===== src/rtl/boot_seq_pkg.sv =====
package boot_seq_pkg;
  typedef enum logic [1:0] {
    ST_IDLE = 2'd0,
    ST_SEEK = 2'd1,
    ST_LOAD = 2'd2,
    ST_DONE = 2'd3
  } boot_state_t;

  typedef enum logic [1:0] {
    LD_IDLE = 2'd0,
    LD_REQ  = 2'd1,
    LD_WAIT = 2'd2,
    LD_END  = 2'd3
  } load_phase_t;
endpackage


===== src/rtl/boot_drive_enable.sv =====
module boot_drive_enable #(
  parameter int NUM_EN = 4
) (
  input  logic              clk,
  input  logic              rst_n,
  input  logic              kick,
  output logic [NUM_EN-1:0] en_vec,
  output logic              all_on
);
  localparam int CW = $clog2(NUM_EN + 1);

  logic [CW-1:0] lvl;

  always_ff @(posedge clk) begin
    if (!rst_n) begin
      lvl <= '0;
    end else if (lvl == '0) begin
      if (kick) lvl <= CW'(1);
    end else if (lvl < CW'(NUM_EN)) begin
      lvl <= lvl + CW'(1);
    end
  end

  for (genvar i = 0; i < NUM_EN; i++) begin : g_en
    assign en_vec[i] = (lvl > CW'(i));
  end

  assign all_on = (lvl == CW'(NUM_EN));

  // A later enable never stands without every earlier one
  for (genvar j = 1; j < NUM_EN; j++) begin : g_ord
    a_r2_ladder_order: assert property (@(posedge clk) disable iff (!rst_n)
      en_vec[j] |-> en_vec[j-1]);
    a_r2_ladder_holds: assert property (@(posedge clk) disable iff (!rst_n)
      en_vec[j-1] |=> en_vec[j-1]);
  end
endmodule


===== src/rtl/boot_head_stepper.sv =====
module boot_head_stepper #(
  parameter int NUM_STEPS = 80,
  parameter int SETTLE_W  = 16
) (
  input  logic                clk,
  input  logic                rst_n,
  input  logic                go,
  input  logic [SETTLE_W-1:0] settle_cycles,
  output logic                step_pulse,
  output logic                finished
);
  localparam int LW = $clog2(NUM_STEPS + 1);

  logic [LW-1:0]       left;
  logic [SETTLE_W-1:0] wait_cnt;

  always_ff @(posedge clk) begin
    if (!rst_n) begin
      left       <= LW'(NUM_STEPS);
      wait_cnt   <= '0;
      step_pulse <= 1'b0;
      finished   <= 1'b0;
    end else if (go && !finished) begin
      if (wait_cnt == '0) begin
        if (left == '0) begin
          finished   <= 1'b1;
          step_pulse <= 1'b0;
        end else begin
          step_pulse <= 1'b1;
          left       <= left - LW'(1);
          wait_cnt   <= settle_cycles;
        end
      end else begin
        wait_cnt   <= wait_cnt - SETTLE_W'(1);
        step_pulse <= 1'b0;
      end
    end else begin
      step_pulse <= 1'b0;
    end
  end

  // no pulse once the burst has ended, and finishing is permanent
  a_r3_quiet_after_burst: assert property (@(posedge clk) disable iff (!rst_n)
    finished |=> !step_pulse);
  a_r3_finish_sticky: assert property (@(posedge clk) disable iff (!rst_n)
    finished |=> finished);
  // a pulse is only produced while stepping is enabled
  a_r3_pulse_needs_go: assert property (@(posedge clk) disable iff (!rst_n)
    step_pulse |-> $past(go));
endmodule


===== src/rtl/boot_sector_sched.sv =====
module boot_sector_sched
  import boot_seq_pkg::*;
#(
  parameter int          CNT_W     = 8,
  parameter logic [7:0]  BASE_PAGE = 8'h08
) (
  input  logic             clk,
  input  logic             rst_n,
  input  logic             go,
  output logic             req_valid,
  input  logic             req_ready,
  output logic [CNT_W-1:0] req_sector,
  output logic [CNT_W-1:0] req_page,
  input  logic             resp_valid,
  output logic             resp_ready,
  input  logic             resp_ok,
  input  logic [CNT_W-1:0] resp_byte0,
  output logic             finished
);
  load_phase_t      ph;
  logic [CNT_W-1:0] cnt;
  logic [CNT_W-1:0] total;
  logic [CNT_W:0]   nxt;
  logic [CNT_W:0]   limit;

  assign nxt   = {1'b0, cnt} + (CNT_W+1)'(1);
  assign limit = (cnt == '0) ? {1'b0, resp_byte0} : {1'b0, total};

  always_ff @(posedge clk) begin
    if (!rst_n) begin
      ph    <= LD_IDLE;
      cnt   <= '0;
      total <= '0;
    end else begin
      unique case (ph)
        LD_IDLE: if (go) ph <= LD_REQ;
        LD_REQ:  if (req_ready) ph <= LD_WAIT;
        LD_WAIT: begin
          if (resp_valid) begin
            if (resp_ok) begin
              if (cnt == '0) total <= resp_byte0;
              cnt <= nxt[CNT_W-1:0];
              ph  <= (nxt >= limit) ? LD_END : LD_REQ;
            end else begin
              ph <= LD_REQ;
            end
          end
        end
        LD_END:  ph <= LD_END;
        default: ph <= LD_IDLE;
      endcase
    end
  end

  assign req_valid  = (ph == LD_REQ);
  assign resp_ready = (ph == LD_WAIT);
  assign finished   = (ph == LD_END);
  assign req_sector = cnt;
  assign req_page   = BASE_PAGE[CNT_W-1:0] + cnt;

  // an offered request holds still until taken
  a_r5_req_hold: assert property (@(posedge clk) disable iff (!rst_n)
    req_valid && !req_ready |=> req_valid && $stable(req_sector) && $stable(req_page));
  // never offer a request and wait for a result together
  a_r5_one_side: assert property (@(posedge clk) disable iff (!rst_n)
    !(req_valid && resp_ready));
  // a failed result brings back the same sector
  a_r6_retry_same: assert property (@(posedge clk) disable iff (!rst_n)
    resp_valid && resp_ready && !resp_ok |=> req_valid && $stable(req_sector));
  // a good result moves to the next sector or ends
  a_r4_advance: assert property (@(posedge clk) disable iff (!rst_n)
    resp_valid && resp_ready && resp_ok |=> req_sector == $past(req_sector) + CNT_W'(1));
  // finishing is permanent and silent
  a_r8_end_quiet: assert property (@(posedge clk) disable iff (!rst_n)
    finished |=> finished && !req_valid && !resp_ready);
endmodule


===== src/rtl/boot_load_seq.sv =====
module boot_load_seq
  import boot_seq_pkg::*;
#(
  parameter int         NUM_STEPS = 80,
  parameter int         SETTLE_W  = 16,
  parameter int         SLOT_W    = 3,
  parameter int         CNT_W     = 8,
  parameter logic [7:0] BASE_PAGE = 8'h08
) (
  input  logic                clk,
  input  logic                rst_n,
  input  logic                start,
  input  logic [SLOT_W-1:0]   slot_id,
  input  logic [SETTLE_W-1:0] settle_cycles,
  output logic                rd_mode,
  output logic                latch_mode,
  output logic                drive1_sel,
  output logic                motor_on,
  output logic                step_pulse,
  output logic                req_valid,
  input  logic                req_ready,
  output logic [CNT_W-1:0]    req_sector,
  output logic [CNT_W-1:0]    req_page,
  input  logic                resp_valid,
  output logic                resp_ready,
  input  logic                resp_ok,
  input  logic [CNT_W-1:0]    resp_byte0,
  output logic                jump_valid,
  output logic [15:0]         jump_addr,
  output logic [7:0]          jump_x,
  output logic [1:0]          status
);
  localparam int NUM_EN = 4;

  boot_state_t       state;
  logic              kick;
  logic [NUM_EN-1:0] en_vec;
  logic              en_all;
  logic              seek_fin;
  logic              load_fin;
  logic [SLOT_W-1:0] slot_q;

  assign kick = (state == ST_IDLE) && start;

  always_ff @(posedge clk) begin
    if (!rst_n) begin
      state  <= ST_IDLE;
      slot_q <= '0;
    end else begin
      unique case (state)
        ST_IDLE: if (start) begin
          state  <= ST_SEEK;
          slot_q <= slot_id;
        end
        ST_SEEK: if (seek_fin) state <= ST_LOAD;
        ST_LOAD: if (load_fin) state <= ST_DONE;
        ST_DONE: state <= ST_DONE;
        default: state <= ST_IDLE;
      endcase
    end
  end

  boot_drive_enable #(.NUM_EN(NUM_EN)) u_enable (
    .clk    (clk),
    .rst_n  (rst_n),
    .kick   (kick),
    .en_vec (en_vec),
    .all_on (en_all)
  );

  assign rd_mode    = en_vec[0];
  assign latch_mode = en_vec[1];
  assign drive1_sel = en_vec[2];
  assign motor_on   = en_vec[3];

  boot_head_stepper #(.NUM_STEPS(NUM_STEPS), .SETTLE_W(SETTLE_W)) u_stepper (
    .clk           (clk),
    .rst_n         (rst_n),
    .go            ((state == ST_SEEK) && en_all),
    .settle_cycles (settle_cycles),
    .step_pulse    (step_pulse),
    .finished      (seek_fin)
  );

  boot_sector_sched #(.CNT_W(CNT_W), .BASE_PAGE(BASE_PAGE)) u_sched (
    .clk        (clk),
    .rst_n      (rst_n),
    .go         (state == ST_LOAD),
    .req_valid  (req_valid),
    .req_ready  (req_ready),
    .req_sector (req_sector),
    .req_page   (req_page),
    .resp_valid (resp_valid),
    .resp_ready (resp_ready),
    .resp_ok    (resp_ok),
    .resp_byte0 (resp_byte0),
    .finished   (load_fin)
  );

  assign jump_valid = (state == ST_DONE);
  assign jump_addr  = {BASE_PAGE, 8'h01};
  assign jump_x     = 8'({slot_q, 4'b0000});
  assign status     = 2'(state);

  // steps only with the drive fully enabled
  a_r3_step_with_motor: assert property (@(posedge clk) disable iff (!rst_n)
    step_pulse |-> motor_on && drive1_sel);
  // no request while the head is still moving
  a_r3_no_req_in_seek: assert property (@(posedge clk) disable iff (!rst_n)
    (status == 2'd1) |-> !req_valid);
  // done is terminal and quiet
  a_r9_done_sticky: assert property (@(posedge clk) disable iff (!rst_n)
    jump_valid |=> jump_valid && !req_valid);
  // a start outside idle does not bring the block back to idle
  a_r10_start_ignored: assert property (@(posedge clk) disable iff (!rst_n)
    (status != 2'd0) && start |=> status != 2'd0);
  // the drive stays enabled through load and done
  a_r2_motor_in_load: assert property (@(posedge clk) disable iff (!rst_n)
    status[1] |-> motor_on);
endmodule


===== config.mk =====
export PLATFORM = sky130hd
export DESIGN_NAME = boot_load_seq
export DESIGN_NICKNAME = d
export VERILOG_FILES = /design/src/rtl/boot_seq_pkg.sv /design/src/rtl/boot_drive_enable.sv /design/src/rtl/boot_head_stepper.sv /design/src/rtl/boot_sector_sched.sv /design/src/rtl/boot_load_seq.sv
export SDC_FILE = /design/constraint.sdc
export NUM_CORES = 1
export LEC_CHECK = 0
export ABC_AREA = 0
export CAP_MARGIN = 15
export CORE_ASPECT_RATIO = 1.75
export CORE_MARGIN = 3
export CORE_UTILIZATION = 64
export DETAILED_ROUTE_END_ITERATION = 8
export DONT_BUFFER_PORTS = 1
export GPL_TIMING_DRIVEN = 0
export HOLD_SLACK_MARGIN = 0.02
export PLACE_DENSITY = 0.9
export SYNTH_ARGS = -nofsm -noshare
export SYNTH_HDL_FRONTEND = slang
export SYNTH_SLANG_ARGS = --single-unit

===== constraint.sdc =====
create_clock -name clk -period 2.8 [get_ports clk]
set_clock_uncertainty 0.05 [all_clocks]
set_input_delay 0.28 -clock clk [delete_from_list [all_inputs] [get_ports clk]]
set_output_delay 0.28 -clock clk [all_outputs]
set_load 0.005 [all_outputs]

==> flow_metrics.env <==
export IMPL_clk_pin_slew_ns=0.10
export IMPL_die_h_um=101
export IMPL_drive_above_1_share=0.122
export IMPL_num_nets_final=476
export IMPL_seq_area_frac_synth=0.306
export IMPL_critPathArrivalTime_ns=2.76
export IMPL_antenna_found_initial=0
export IMPL_coreArea_um2=5020
export IMPL_worst_pin_slew_ns=0.809
export IMPL_p_switching_mw=0.416
export IMPL_synth_seq_cells=51
export IMPL_ioPinCount=83
export IMPL_post_dp_cell_area_um2=3470
export IMPL_wl_per_cell_um=16.5
export IMPL_drt_pass1_iter_count=5
export IMPL_wl_um=7900
export IMPL_post_place_ws_ns=-0.0636
export IMPL_total_power_mw=1.44
export IMPL_slew_headroom=0.453
export IMPL_leakagePower_nw=1.56
export IMPL_postCtsHoldBufs=0
export IMPL_clkPwrFrac=0.308
export IMPL_period_share=0.929
export IMPL_min_from="settle_cycles[0]"
export IMPL_grt_max_degree=18
export IMPL_htree_num_levels=2
export IMPL_setup_viol=0
export IMPL_post_cts_resized=2
export IMPL_synth_top_area_cell="dfxtp_1"
export IMPL_drtIter0Drc=252
export IMPL_setup_tns_final_ns=0
export IMPL_dp_hpwl_um=6080
export IMPL_yosys_warnings=0
export IMPL_syn_inst=398
export IMPL_hold_viol_final=0
export IMPL_grt_pass1_vias=2898
export IMPL_powerDensity_nw_per_um2=402
export IMPL_die_area_um2=6150
export IMPL_io_buffers=0
export IMPL_async_flop_share=0
export IMPL_ir_worst_vdd_v=0.000419
export IMPL_syn2layout_area_growth_pct=7.28
export IMPL_synth_area_top_cells="dfxtp_1, ha_1, mux2i_1"
export IMPL_cts_buffer_depth=2
export IMPL_hold_class="input pin to register"
export IMPL_drc_errors=0
export IMPL_track_usage=0.265
export IMPL_cts_tree="yes"
export IMPL_die_width_um=60.6
export IMPL_viasPerCell=6.16
export IMPL_p_int_mw=1.02
export IMPL_drv_slew=0
export IMPL_synth_top_area_frac=0.306
export IMPL_fin_area_um2=3580
export IMPL_r2r_start="u_sched.req_sector[1]$_SDFFE_PN0P_"
export IMPL_worstSetupPathType="register to register"
export IMPL_power_frac_comb=0.164
export IMPL_drv_cap=0
export IMPL_syn_cell_area_um2=3330
export IMPL_outcome="complete, no violations"
export IMPL_diodes=0
export IMPL_cts_sinks=51
export IMPL_grt_pass1_wl_um=12600
export IMPL_cp_max_fo=8
export IMPL_rsz0062_at_grt="no"
export IMPL_cts_root_buf="clkbuf_8"
export IMPL_synthFlopType="dfxtp_1"
export IMPL_required_ns=2.96
export IMPL_cp_startpoint="u_sched.req_sector[1]$_SDFFE_PN0P_"
export IMPL_endpoint_kind="register"
export IMPL_postCtsSetupRepairBufs=0
export IMPL_ys_types=57
export IMPL_gr_total_overflow=0
export IMPL_fp_row_count=34
export IMPL_min_period_ns=2.60
export IMPL_vias=2951
export IMPL_initial_utilization=0.664
export IMPL_ant_nets=0
export IMPL_p_seq_frac=0.528
export IMPL_synth_edf_count=0
export IMPL_fin_ws_ns=0.198
export IMPL_p_sw_frac=0.289
export IMPL_timing_fmax_mhz=384
export IMPL_syn_avg_cell_area_um2=8.38
export IMPL_startpoint_type="register"
export IMPL_clock_latency_ns=0.31
export IMPL_gp_congestion=0.956
export IMPL_fillers=416
export IMPL_cts_buffers_inserted=5
==> synth_stat cells, types with 3 or more instances <==
| master | number |
|---|---|
| nor2b_1 | 20 |
| mux2_2 | 3 |
| o211a_1 | 3 |
| nand2b_1 | 5 |
| buf_4 | 26 |
| nand2_1 | 32 |
| nand4_1 | 8 |
| a31oi_1 | 4 |
| and3_1 | 4 |
| a21boi_0 | 7 |
| ha_1 | 19 |
| clkbuf_1 | 13 |
| nor3_1 | 6 |
| xnor2_1 | 11 |
| a21oi_1 | 27 |
| xor2_1 | 7 |
| o31ai_1 | 3 |
| nor4_1 | 5 |
| dfxtp_1 | 51 |
| o21ai_0 | 15 |
| o22ai_1 | 4 |
| nand3_1 | 13 |
| inv_1 | 13 |
| nor4b_1 | 4 |
| and2_1 | 14 |
| mux2i_1 | 21 |
| or3_1 | 4 |
| nor2_1 | 18 |
==> sequential cells by signal, indices dropped and copies added, names as in the netlist <==
name,cells
slot_q,3
status,2
u_enable.lvl,3
u_sched.ph,2
u_sched.req_sector,8
u_sched.total,8
u_stepper.finished,1
u_stepper.left,7
u_stepper.step_pulse,1
u_stepper.wait_cnt,16
==> power groups by stage <==
stage	combinational, mW	sequential [mW]	clock [mW]
floorplan	0.190	0.771	0
global placement	0.225	0.776	0
detailed placement	0.232	0.776	0
CTS	0.233	0.759	0.452
global route	0.266	0.762	0.477
finish	0.236	0.760	0.443
==> cells by family after synthesis <==
family | Yosys count | synth area share
AOI/OAI and AO/OA | 84 | 0.165
xor gates and xnor gates | 18 | 0.0473
adders and majority gates | 19 | 0.0713
buffers and inverters | 55 | 0.0919
DFF | 51 | 0.306
muxes | 24 | 0.0732
other | 2 | 0.00225
and+or+nand+nor | 145 | 0.243
==> worst paths after layout <==
check	endpoint	slack, ns	depth (start not counted)
worst max-delay path	u_sched.ph[1]$_SDFFE_PN0P_	0.20	11
worst min-delay path	u_stepper.wait_cnt[0]$_SDFFE_PN0P_	0.08	2
worst max register to register	u_sched.ph[1]$_SDFFE_PN0P_	0.20	11
worst min register to register	u_stepper.left[5]$_SDFFE_PN0P_	0.44	2
==> cell type report <==
type | instances | area (um^2) | share of cell area
sequential | 51 | 1020 | 0.286
multi-input combinational | 311 | 2090 | 0.583
inverter | 13 | 48.8 | 0.0136
clock buffer | 5 | 68.8 | 0.0192
clock inverter | 3 | 25.0 | 0.00700
tap | 54 | 67.6 | 0.0189
buffer | 42 | 258 | 0.0721
==> worst max-delay path: stages (launching register included) <==
cell and delay [ns]:
dfxtp_1 0.51, inv_1 0.08, ha_1 0.18, nor4b_2 0.17
nand2_2 0.23, mux2_2 0.38, ha_1 0.27, nand2b_1 0.14
a21oi_1 0.15, o21ai_0 0.09, o2111ai_1 0.18, a21oi_1 0.09
==> metrics by stage <==
stage	utilization	hold slack [ns]	instances
final	0.713	0.0797	479
after floorplan	-	0.388	417
after detailed placement	0.692	0.409	471
after global placement	0.692	0.402	471
after CTS	0.712	0.0790	479
after global routing	0.713	0.0921	479
==> routing by layer <==
| layer | share of wire | wire (um) | track usage |
|---|---|---|---|
| met3 | 0.078 | 619 | 0.0548 |
| met2 | 0.54 | 4260 | 0.473 |
| met4 | 0.051 | 400 | 0.182 |
| met1 | 0.33 | 2620 | 0.257 |
| met5 | 0 | 0 | 0 |
==> placed cells by master, fill, tap and decap left out, drive strengths merged, types with 3 or more instances in the layout <==
master / Yosys / final
xor2: 7 / 7
nand2b: 5 / 5
o21ai: 15 / 15
mux2: 3 / 3
mux2i: 21 / 21
nand2: 32 / 32
buf: 29 / 29
nand4: 9 / 9
conb: 2 / 21
o31ai: 3 / 3
dfxtp: 51 / 51
inv: 13 / 13
nor4b: 4 / 4
a31oi: 4 / 4
nor4: 6 / 6
and2: 14 / 14
ha: 19 / 19
nand3: 13 / 13
xnor2: 11 / 11
or3: 4 / 4
and3: 4 / 4
nor2b: 20 / 20
o22ai: 4 / 4
a21boi: 8 / 8
a21oi: 27 / 27
nor3: 6 / 6
nor2: 18 / 18
o211a: 3 / 3
clkbuf: 13 / 18
Power figures use the tool's default switching activity.
